### src/rtl/phy_pwr_pkg.sv
package phy_pwr_pkg;
  localparam int AW = 5;
  localparam int DW = 16;
  localparam int CW = 4;
  localparam int NREGS = 1 << AW;

  localparam logic [AW-1:0] CTRL_REG = 5'd0;
  localparam logic [AW-1:0] CLKO_REG = 5'd22;
  localparam int SWRST_BIT = 15;
  localparam int SWPD_BIT  = 11;
  localparam int CLKO_BIT  = 4;

  typedef enum logic [3:0] {
    ST_HWRST, ST_ANA, ST_PLL, ST_DIG, ST_ADDR,
    ST_LOAD, ST_RUN, ST_SWRST, ST_SWPD, ST_COMA
  } pwr_state_e;

  typedef struct packed {
    logic ana;
    logic pll;
    logic dig;
    logic clk_out_ok;
    logic access;
  } pwr_en_t;

  function automatic logic [DW-1:0] reg_default(input logic [AW-1:0] a,
                                                input logic [CW-1:0] cfg);
    logic [DW-1:0] v;
    v = '0;
    if (a == CTRL_REG) begin
      v[12] = cfg[0];
      v[8]  = cfg[2];
      v[6]  = cfg[3];
    end else if (a == CLKO_REG) begin
      v[CLKO_BIT] = cfg[1];
    end
    return v;
  endfunction

  function automatic pwr_en_t state_enables(input pwr_state_e s);
    pwr_en_t e;
    e = '0;
    case (s)
      ST_ANA:  e.ana = 1'b1;
      ST_PLL:  begin e.ana = 1'b1; e.pll = 1'b1; end
      ST_DIG, ST_ADDR, ST_LOAD, ST_SWRST: begin
        e.ana = 1'b1; e.pll = 1'b1; e.dig = 1'b1; e.clk_out_ok = 1'b1;
      end
      ST_RUN:  begin
        e.ana = 1'b1; e.pll = 1'b1; e.dig = 1'b1; e.clk_out_ok = 1'b1;
        e.access = 1'b1;
      end
      ST_SWPD: begin e.pll = 1'b1; e.clk_out_ok = 1'b1; e.access = 1'b1; end
      default: e = '0;
    endcase
    return e;
  endfunction
endpackage

### src/rtl/phy_rst_filter.sv
module phy_rst_filter #(
  parameter int MIN_CYC = 25
) (
  input  logic clk,
  input  logic raw_n,
  output logic rst_active
);
  localparam int CNT_W = $clog2(MIN_CYC + 1);
  localparam logic [CNT_W-1:0] LIMIT = CNT_W'(MIN_CYC);

  logic [CNT_W-1:0] low_cnt = '0;

  always_ff @(posedge clk) begin
    if (raw_n)                low_cnt <= '0;
    else if (low_cnt != LIMIT) low_cnt <= low_cnt + 1'b1;
  end

  assign rst_active = (low_cnt == LIMIT);
endmodule

### src/rtl/phy_pwr_fsm.sv
module phy_pwr_fsm
  import phy_pwr_pkg::*;
#(
  parameter int PLL_TMO = 16
) (
  input  logic       clk,
  input  logic       hw_rst,
  input  logic       coma,
  input  logic       pll_locked,
  input  logic       ctl_hit,
  input  logic       ctl_swrst,
  input  logic       ctl_swpd,
  output pwr_state_e state,
  output logic       wake_from_coma
);
  localparam int TW = $clog2(PLL_TMO + 1);
  localparam logic [TW-1:0] TMO_LAST = TW'(PLL_TMO - 1);

  pwr_state_e nxt;
  logic [TW-1:0] tmr;
  logic tmo;

  assign tmo = (tmr == TMO_LAST);

  always_comb begin
    nxt = state;
    if (coma) nxt = ST_COMA;
    else begin
      case (state)
        ST_HWRST: nxt = ST_ANA;
        ST_COMA:  nxt = ST_ANA;
        ST_ANA:   nxt = ST_PLL;
        ST_PLL:   if (pll_locked || tmo) nxt = ST_DIG;
        ST_DIG:   nxt = wake_from_coma ? ST_ADDR : ST_RUN;
        ST_ADDR:  nxt = ST_LOAD;
        ST_LOAD:  nxt = ST_RUN;
        ST_SWRST: nxt = ST_DIG;
        ST_RUN: if (ctl_hit) begin
          if (ctl_swrst)     nxt = ST_SWRST;
          else if (ctl_swpd) nxt = ST_SWPD;
        end
        ST_SWPD: if (ctl_hit) begin
          if (ctl_swrst)      nxt = ST_SWRST;
          else if (!ctl_swpd) nxt = ST_DIG;
        end
        default: nxt = ST_HWRST;
      endcase
    end
  end

  always_ff @(posedge clk) begin
    if (hw_rst) begin
      state          <= ST_HWRST;
      tmr            <= '0;
      wake_from_coma <= 1'b0;
    end else begin
      state <= nxt;
      tmr   <= (state == ST_PLL) ? tmr + 1'b1 : '0;
      if (state == ST_COMA)      wake_from_coma <= 1'b1;
      else if (state == ST_LOAD) wake_from_coma <= 1'b0;
    end
  end
endmodule

### src/rtl/phy_reg_bank.sv
module phy_reg_bank
  import phy_pwr_pkg::*;
(
  input  logic          clk,
  input  logic          load_def,
  input  logic [CW-1:0] def_cfg,
  input  logic          wr_en,
  input  logic [AW-1:0] wr_addr,
  input  logic [DW-1:0] wr_data,
  input  logic [AW-1:0] rd_addr,
  output logic [DW-1:0] rd_data,
  output logic [DW-1:0] ctrl_val,
  output logic [DW-1:0] clko_val
);
  logic [DW-1:0] regs [NREGS];

  for (genvar i = 0; i < NREGS; i++) begin : g_reg
    always_ff @(posedge clk) begin
      if (load_def)
        regs[i] <= reg_default(AW'(i), def_cfg);
      else if (wr_en && wr_addr == AW'(i))
        regs[i] <= wr_data;
    end
  end

  assign rd_data  = regs[rd_addr];
  assign ctrl_val = regs[CTRL_REG];
  assign clko_val = regs[CLKO_REG];
endmodule

### src/rtl/phy_pwr_seq.sv
module phy_pwr_seq
  import phy_pwr_pkg::*;
#(
  parameter int RST_MIN_CYC = 25,
  parameter int PLL_TMO     = 16
) (
  input  logic          clk,
  input  logic          hw_rst_n,
  input  logic          coma,
  input  logic          edet_en_n,
  input  logic          line_energy,
  input  logic [CW-1:0] cfg_strap,
  input  logic [AW-1:0] addr_strap,
  input  logic          pll_locked,
  input  logic          reg_wr,
  input  logic          reg_rd,
  input  logic [AW-1:0] reg_addr,
  input  logic [DW-1:0] reg_wdata,
  output logic [DW-1:0] reg_rdata,
  output logic          ana_en,
  output logic          pll_en,
  output logic          dig_en,
  output logic          dig_init,
  output logic          sysclk_en,
  output logic          int_n,
  output logic [CW-1:0] cfg_lat,
  output logic [AW-1:0] phy_addr,
  output logic          access_ok
);
  logic          hw_rst;
  pwr_state_e    state;
  pwr_en_t       en;
  logic          wake_from_coma;
  logic          wr_ok, rd_ok, ctl_hit;
  logic          load_def, cfg_win, addr_win, edet_mode, int_flag;
  logic [CW-1:0] def_cfg;
  logic [DW-1:0] bank_rd, ctrl_val, clko_val;
  logic          clko_bit;

  phy_rst_filter #(.MIN_CYC(RST_MIN_CYC)) u_filt (
    .clk(clk), .raw_n(hw_rst_n), .rst_active(hw_rst)
  );

  phy_pwr_fsm #(.PLL_TMO(PLL_TMO)) u_fsm (
    .clk(clk), .hw_rst(hw_rst), .coma(coma), .pll_locked(pll_locked),
    .ctl_hit(ctl_hit), .ctl_swrst(reg_wdata[SWRST_BIT]),
    .ctl_swpd(reg_wdata[SWPD_BIT]), .state(state),
    .wake_from_coma(wake_from_coma)
  );

  assign en        = state_enables(state);
  assign access_ok = en.access;
  assign wr_ok     = reg_wr && access_ok;
  assign rd_ok     = reg_rd && access_ok;
  assign ctl_hit   = wr_ok && (reg_addr == CTRL_REG);

  assign cfg_win  = hw_rst || (state == ST_LOAD);
  assign addr_win = hw_rst || (state == ST_ADDR);
  assign load_def = cfg_win || (state == ST_SWRST);
  assign def_cfg  = cfg_win ? cfg_strap : cfg_lat;

  phy_reg_bank u_bank (
    .clk(clk), .load_def(load_def), .def_cfg(def_cfg),
    .wr_en(wr_ok), .wr_addr(reg_addr), .wr_data(reg_wdata),
    .rd_addr(reg_addr), .rd_data(bank_rd),
    .ctrl_val(ctrl_val), .clko_val(clko_val)
  );

  always_ff @(posedge clk) begin
    if (cfg_win)  cfg_lat  <= cfg_strap;
    if (addr_win) phy_addr <= addr_strap;
  end

  assign edet_mode = (state == ST_COMA) && !edet_en_n;

  always_ff @(posedge clk) begin
    if (hw_rst || !edet_mode) int_flag <= 1'b0;
    else if (line_energy)     int_flag <= 1'b1;
    else if (rd_ok)           int_flag <= 1'b0;
  end

  assign clko_bit  = clko_val[CLKO_BIT];
  assign reg_rdata = access_ok ? bank_rd : '0;
  assign ana_en    = en.ana;
  assign pll_en    = en.pll;
  assign dig_en    = en.dig;
  assign dig_init  = (state == ST_DIG);
  assign sysclk_en = en.clk_out_ok && clko_bit;
  assign int_n     = !int_flag;
endmodule

### config.mk
export PLATFORM = sky130hd
export DESIGN_NAME = phy_pwr_seq
export DESIGN_NICKNAME = d
export VERILOG_FILES = /design/src/rtl/phy_pwr_pkg.sv /design/src/rtl/phy_rst_filter.sv /design/src/rtl/phy_pwr_fsm.sv /design/src/rtl/phy_reg_bank.sv /design/src/rtl/phy_pwr_seq.sv
export SDC_FILE = /design/constraint.sdc
export NUM_CORES = 1
export LEC_CHECK = 0
export CAP_MARGIN = 15
export CORE_ASPECT_RATIO = 2
export CORE_MARGIN = 2
export CORE_UTILIZATION = 55
export DETAILED_ROUTE_END_ITERATION = 12
export PLACE_DENSITY = 0.74
export RECOVER_POWER = 25
export SLEW_MARGIN = 20
export SYNTH_ARGS = -nofsm -noshare
export SYNTH_HDL_FRONTEND = slang
export SYNTH_HIERARCHICAL = 1
export SYNTH_SLANG_ARGS = --single-unit
### constraint.sdc
create_clock -name clk -period 2.7 [get_ports clk]
set_input_delay 0.54 -clock clk [delete_from_list [all_inputs] [get_ports clk]]
set_output_delay 0.54 -clock clk [all_outputs]
set_load 0.02 [all_outputs]
==> flow_metrics.tcl, run 1 <==
set metrics [dict create \
    status "complete, but fails checks" \
    violations "setup timing" \
    ys_warn_count 6 \
    tns_ns -0.1593 \
    leakagePower_nw 12.59 \
    postCtsHoldBufs 0 \
    avgRoutedWirePerCell_um 25.70 \
    tightestPinTransition_ns 0.7474 \
    pwr-share-clk 0.360 \
    ys_ff_latch 537 \
    synthToLayoutAreaGrowth_pct 23.21 \
    grt_max_degree 38 \
    drc 0 \
    slew-limit-headroom 0.5002 \
    io_pins 70 \
    drv_slew 0 \
    cts_sinks 537 \
    n_fill_cell 3151 \
    p_int_w 0.01471 \
    crit_type "input pin to primary output" \
    grt_pass1_vias 16657 \
    num_rows 112 \
    skew_ns 0.02099 \
    clk_pin_slew_worst_paths_ns 0.07 \
    layout-drive-gt1-share 0.2392 \
    crit_slowest_cell "a31oi_1" \
    maxCapViolCount 0 \
    synth.cell_area_mm2 0.02568 \
    yosys.area.top_type "edfxtp_1" \
    avgSynthCellArea_um2 13.30 \
    die_y_um 309.6 \
    p_total_w 0.01968 \
    viasPerCell 5.969 \
    place_congestion 0.9327 \
    syn_inst 1931 \
    root_buffer "clkbuf_16" \
    max_stage_delay_ns 0.27 \
    hold_violations 0 \
    hpwl_mm 46.64 \
    cp.arrival_ns 2.20 \
    setup_slack_ns -0.04001 \
    finalSetupViolations 8 \
    cts_max_level 2 \
    hp-class "flip-flop to flip-flop" \
    core_area_mm2 0.04638 \
    finish.utilization 0.6821 \
    via_count 16921 \
    fp.dieArea_mm2 0.04854 \
    syn-num-nets 1973 \
    drtAntennaViolNets 0 \
    crit_chain "buf_16, buf_16, buf_12, buf_12, mux2i_1, a21oi_1, a31oi_1, nand3_1, and2_4, buf_6" \
    grt_pass1_wl_mm 106.5 \
    cts_tree "yes" \
    path_max_fanout 9 \
    netlist_top_cells_area "edfxtp_1 60%, and2_1 13%, mux2i_1 10%, a22oi_1 1.9%, dfxtp_1 1.6%" \
    port_buffers 68 \
    synth_edf_count 517 \
    numCtsBuffers 47 \
    yosys.area.top_type_share 0.6046 \
    power-per-cell-area_mw_per_mm2 622.0 \
    wirelength_mm 72.87 \
    crit_buf_inv 5 \
    grt_overflow 0 \
    dominantRegCellSynth "edfxtp_1" \
    clk_path_buf_depth 3 \
    p_switching_w 0.004972 \
    start_kind "input pin" \
    yosysSeqAreaShare 0.6202 \
    first_pass_iters 6 \
    die-width_um 156.8 \
    switching_share 0.2527 \
    ir_drop_mv 0.6808 \
    endpoint_kind "primary output" \
    crit_start "reg_addr[1]" \
    reg2reg_slack_ns 0.03 \
    pwr-share-seq 0.489 \
    p_comb_frac 0.151 \
    final_nets 2210 \
    rsz0062_at_grt "yes" \
    ys_types 59 \
    required_ns 2.16 \
    cp_top_family "buffers and inverters" \
    finalCritPeriodShare 1.015 \
    r2r-start "u_fsm/state[1]$_SDFFE_PP0P_" \
    min-delay-start "u_fsm/tmr[0]$_SDFF_PP0_" \
    multi_input_area_mm2 0.009387 \
    async_reset_ff_frac 0 \
    period_needed_ns 2.740 \
    max_freq_mhz 365.0 \
    drt_iter0_drc 1846 \
    insertion_delay_ns 0.59 \
    antenna_found_initial 3 \
    grt_use_total 0.3019 \
    initial_core_util 0.5536 \
    seq_area_mm2 0.01593 \
]
-- power by group through the flow --
stage	clock (W)	sequential, W	combinational, W
floorplan	0	0.00983	0.00140
global placement	0	0.00977	0.00274
detailed placement	0	0.00979	0.00277
CTS	0.00714	0.00961	0.00298
global route	0.00742	0.00964	0.00312
finish	0.00708	0.00962	0.00298
-- sequential cells by signal, summed over array words and instances, names as in the netlist --
register / cells
u_bank/regs: 512
u_fsm/tmr: 5
cfg_lat: 4
u_filt/low_cnt: 5
int_flag: 1
u_fsm/wake_from_coma: 1
u_fsm/state: 4
phy_addr: 5
-- routing by layer --
metal	global-route usage	share of wire	vias to the layer above	wire length [um]
li1	-	-	7447	-
met1	0.3760	0.36	8296	25950
met2	0.5062	0.49	937	35890
met3	0.04288	0.081	239	5928
met4	0.1660	0.070	2	5092
met5	0	0.00018	-	13
-- final timing paths --
path,endpoint,cells past startpoint
max,reg_rdata[4],10
min,u_fsm/tmr[0]$_SDFF_PP0_,1
max reg2reg,u_bank/regs[15][13]$_SDFFCE_PN0P_,7
min reg2reg,u_fsm/tmr[0]$_SDFF_PP0_,1
-- worst reg2reg max path, stage by stage, from the launching register on --
cell and delay [ns]:
dfxtp_1 0.32, or4b_4 0.58, o31ai_4 0.12, and2_0 0.24, nand2b_1 0.09, clkbuf_2 0.31
o21bai_1 0.22, clkbuf_2 0.44
-- through the flow --
step	setup WS [ns]	hold WS, ns	cell area (um2)	instances
after floorplan	-0.2138	0.4176	25700	1931
after global placement	-0.8119	0.4277	28930	2703
after detailed placement	-0.8722	0.4586	28930	2703
after CTS	-0.03858	0.4683	31600	2826
after global routing	-0.08311	0.4868	31640	2835
final	-0.04001	0.4598	31640	2835
-- area by class of cell --
| cell class | count | area share |
|---|---|---|
| tap | 627 | 0.02480 |
| inverter | 8 | 0.0009491 |
| timing repair buffer | 351 | 0.1228 |
| clock inverter | 38 | 0.01313 |
| sequential | 537 | 0.5033 |
| multi-input combinational | 1223 | 0.2967 |
| antenna | 1 | 0.00007909 |
| clock buffer | 50 | 0.03820 |
-- cell usage after synthesis (12+ instances only) --
cell and number:
o21bai_1 34, a22o_1 32, dfxtp_1 20, nor2_1 26, and2_1 527, nor2_2 17, buf_2 53, mux2i_1 257
nor3_1 19, clkbuf_1 79, a22oi_1 65, edfxtp_1 517, buf_6 15, nand4_1 17, a31oi_1 18, a21oi_1 38
buf_4 12, nand3_1 39, nand2_1 43
-- placed cells by master (no fill, tap or decap), types with 19 or more instances in the layout --
cell             Yosys  routed
nand2_1             43      39
nand3_1             39      25
clkbuf_16            0      50
clkdlybuf4s50_1      0      27
a21oi_1             38      38
buf_4               12     169
a22oi_2              0      19
mux2i_1            257     229
buf_6               15      24
edfxtp_1           517     517
o21bai_1            34      34
mux2i_2              0      25
nor2_1              26      25
a22o_1              32      32
dfxtp_1             20      20
and2_1             527     512
a22oi_1             65      46
buf_12               1      51
-- repair_timing --
| action | 4_1_cts | 5_1_grt |
|---|---|---|
| cloned | 14 | 2 |
| pin swaps | 43 | 31 |
| buffers inserted | 21 | 9 |
| endpoints found under the setup margin | 54 | 51 |
| resized for setup | 195 | 75 |
-- cell families after synthesis --
kind of cell | count (synthesis) | synth area share
xor gates and xnor gates | 3 | 0.001023
buffers and inverters | 172 | 0.03455
adders and majority gates | 4 | 0.001949
muxes | 269 | 0.1057
and+or+nand+nor | 741 | 0.1787
DFF | 537 | 0.6202
AOI/OAI and AO/OA | 205 | 0.05784
No activity file was read; power rests on OpenSTA's default activity.
==> run 2: changes to the inputs <==
--- a/config.mk
+++ b/config.mk
@@ -8,9 +8,9 @@
 export CAP_MARGIN = 15
 export CORE_ASPECT_RATIO = 2
 export CORE_MARGIN = 2
-export CORE_UTILIZATION = 55
+export CORE_UTILIZATION = 35
 export DETAILED_ROUTE_END_ITERATION = 12
-export PLACE_DENSITY = 0.74
+export PLACE_DENSITY = 0.51
 export RECOVER_POWER = 25
 export SLEW_MARGIN = 20
 export SYNTH_ARGS = -nofsm -noshare
==> run 2 against run 1 <==
The flow still finishes with violations (setup timing). Utilization down 23 points. Register-to-register slack got worse by 0.02 ns. First-iteration DRC count shrank 38%. Design area up 4.5%. Clock skew is 0.0036 ns lower. Non-clock buffer count grew 74. Sequential share of layout area fell by 2.2 points. Maximum frequency is 2.1% lower. Via count shrank 0.92%. Die area is 56% higher. Critical path type unchanged. Largest cell class unchanged. Highest routed layer is now met4.
==> flow_metrics.tcl, run 2 (synthesized netlist as in run 1, its figures left out) <==
set metrics [dict create \
    path_max_fanout 6 \
    grt_max_degree 33 \
    insertion_delay_ns 0.60 \
    cp.arrival_ns 2.26 \
    grt_pass1_vias 17482 \
    tightestPinTransition_ns 0.7408 \
    reg2reg_depth 7 \
    r2r-start "u_fsm/state[3]$_SDFFE_PP0P_" \
    via_count 16765 \
    pwr-share-seq 0.463 \
    drc 0 \
    first_pass_iters 7 \
    p_comb_frac 0.164 \
    pre_cts_slack_ns -1.169 \
    viasPerCell 5.226 \
    drt_iter0_drc 1140 \
    setup_slack_ns -0.09927 \
    layout-drive-gt1-share 0.2735 \
    rsz0062_at_grt "yes" \
    reg2reg_slack_ns 0.01 \
    cts_tree "yes" \
    initial_core_util 0.3532 \
    n_antenna_cell 0 \
    power-per-cell-area_mw_per_mm2 628.9 \
    avgRoutedWirePerCell_um 27.04 \
    period_needed_ns 2.799 \
    required_ns 2.16 \
    hp-class "flip-flop to flip-flop" \
    place_congestion 1.000 \
    clk_path_buf_depth 3 \
    max_freq_mhz 357.2 \
    hold_violations 0 \
    core_area_mm2 0.07269 \
    grt_overflow 0 \
    finalCritPeriodShare 1.037 \
    maxCapViolCount 0 \
    endpoint_kind "primary output" \
    clk_pin_slew_worst_paths_ns 0.06 \
    violations "setup timing" \
    crit_type "input pin to primary output" \
    hpwl_mm 59.29 \
    cts_max_level 2 \
    ir_drop_mv 0.4044 \
    finalSetupViolations 16 \
    leakagePower_nw 13.03 \
    switching_share 0.2569 \
    p_int_w 0.01545 \
    hold_path_end "u_fsm/tmr[0]$_SDFF_PP0_" \
    r2r-end "u_bank/regs[16][8]$_SDFFCE_PN0P_" \
    largest_register_ffs 512 \
    io_pins 70 \
    status "complete, but fails checks" \
    synthToLayoutAreaGrowth_pct 28.78 \
    antenna_found_initial 4 \
    crit_start "reg_addr[3]" \
    numCtsBuffers 49 \
    p_switching_w 0.005342 \
    fp.dieArea_mm2 0.07568 \
    layout_commonest_cell "edfxtp_1" \
    holdWs_ns 0.4480 \
    wirelength_mm 86.73 \
    port_buffers 68 \
    cts_sinks 537 \
    final_nets 2286 \
    final_cell_mix "517 x edfxtp_1, 508 x and2_1, 248 x buf_4, 216 x mux2i_1, 61 x buf_12" \
    pwr-share-clk 0.373 \
    skew_ns 0.01741 \
    die_y_um 387.1 \
    slew-limit-headroom 0.5056 \
    drv_slew 0 \
    finish.utilization 0.4549 \
    num_rows 140 \
    grt_use_total 0.2293 \
    grt_pass1_wl_mm 122.9 \
    drtAntennaViolNets 0 \
    root_buffer "clkbuf_16" \
    largest-register "u_bank/regs" \
    postCtsHoldBufs 0 \
    start_kind "input pin" \
    die-width_um 195.5 \
    holdPathStages 1 \
    min-delay-start "u_fsm/tmr[0]$_SDFF_PP0_" \
]
run 2: repair_timing:
action                     in CTS  in global routing
gates resized for setup       290                 43
hold endpoints to repair        0                  0
setup endpoints to repair      69                107
gates cloned                   12                  1
setup buffers                  28                  6
pin swaps                      29                 26
run 2: cell type report:
cell class	count	area, um2
Fill cell	6391	39630
Clock inverter	34	451.7
Tap cell	923	1155
Timing Repair Buffer	425	4521
Sequential cell	537	15930
Multi-Input combinational cell	1223	9661
Clock buffer	58	1323
Inverter	8	30.03
run 2: power by group through the flow:
stage / logic, W / registers (W) / clock network [W]
2_1_floorplan: 0.00140 / 0.00983 / 0
3_3_place_gp: 0.00307 / 0.00977 / 0
3_5_place_dp: 0.00310 / 0.00979 / 0
4_1_cts: 0.00349 / 0.00962 / 0.00790
5_1_grt: 0.00357 / 0.00965 / 0.00816
6_report: 0.00342 / 0.00962 / 0.00776
run 2: how the worst max path moves through the flow:
| stage | slack [ns] | endpoint |
|---|---|---|
| 5_1_grt | -0.15 | reg_rdata[3] |
| 4_1_cts | -0.14 | reg_rdata[9] |
| 2_1_floorplan | -0.21 | u_bank/regs[7][0]$_SDFFCE_PN0P_ |
| 3_5_place_dp | -1.17 | reg_rdata[9] |
| 3_3_place_gp | -1.21 | reg_rdata[9] |
| 6_report | -0.1 | reg_rdata[12] |
run 2: worst max-delay path, stage by stage:
cell and delay, ns:
dlygate4sd2_1 0.24, buf_6 0.14, nand2b_4 0.15, buf_12 0.13
buf_4 0.14, buf_6 0.14, a21oi_2 0.21, a31oi_4 0.13
nand3_2 0.15, and2_4 0.17, buf_6 0.11
run 2: per-layer routing:
layer | global-route usage | vias up | wire length (um)
met2 | 0.4431 | 452 | 47970
li1 | - | 7612 | -
met3 | 0.01968 | 204 | 2668
met1 | 0.2260 | 8497 | 28820
met5 | 0 | - | 0
met4 | 0.1632 | 0 | 7274
run 2: per-stage QoR:
step	instance area (um2)	power (W)	std cells	setup TNS, ns
2_1_floorplan	25700	0.01124	1931	-44.50
3_3_place_gp	29850	0.01285	3076	-41.51
3_5_place_dp	29850	0.01289	3076	-43.19
4_1_cts	33010	0.02101	3206	-1.432
5_1_grt	33070	0.02138	3208	-9.189
6_report	33070	0.02080	3208	-1.040
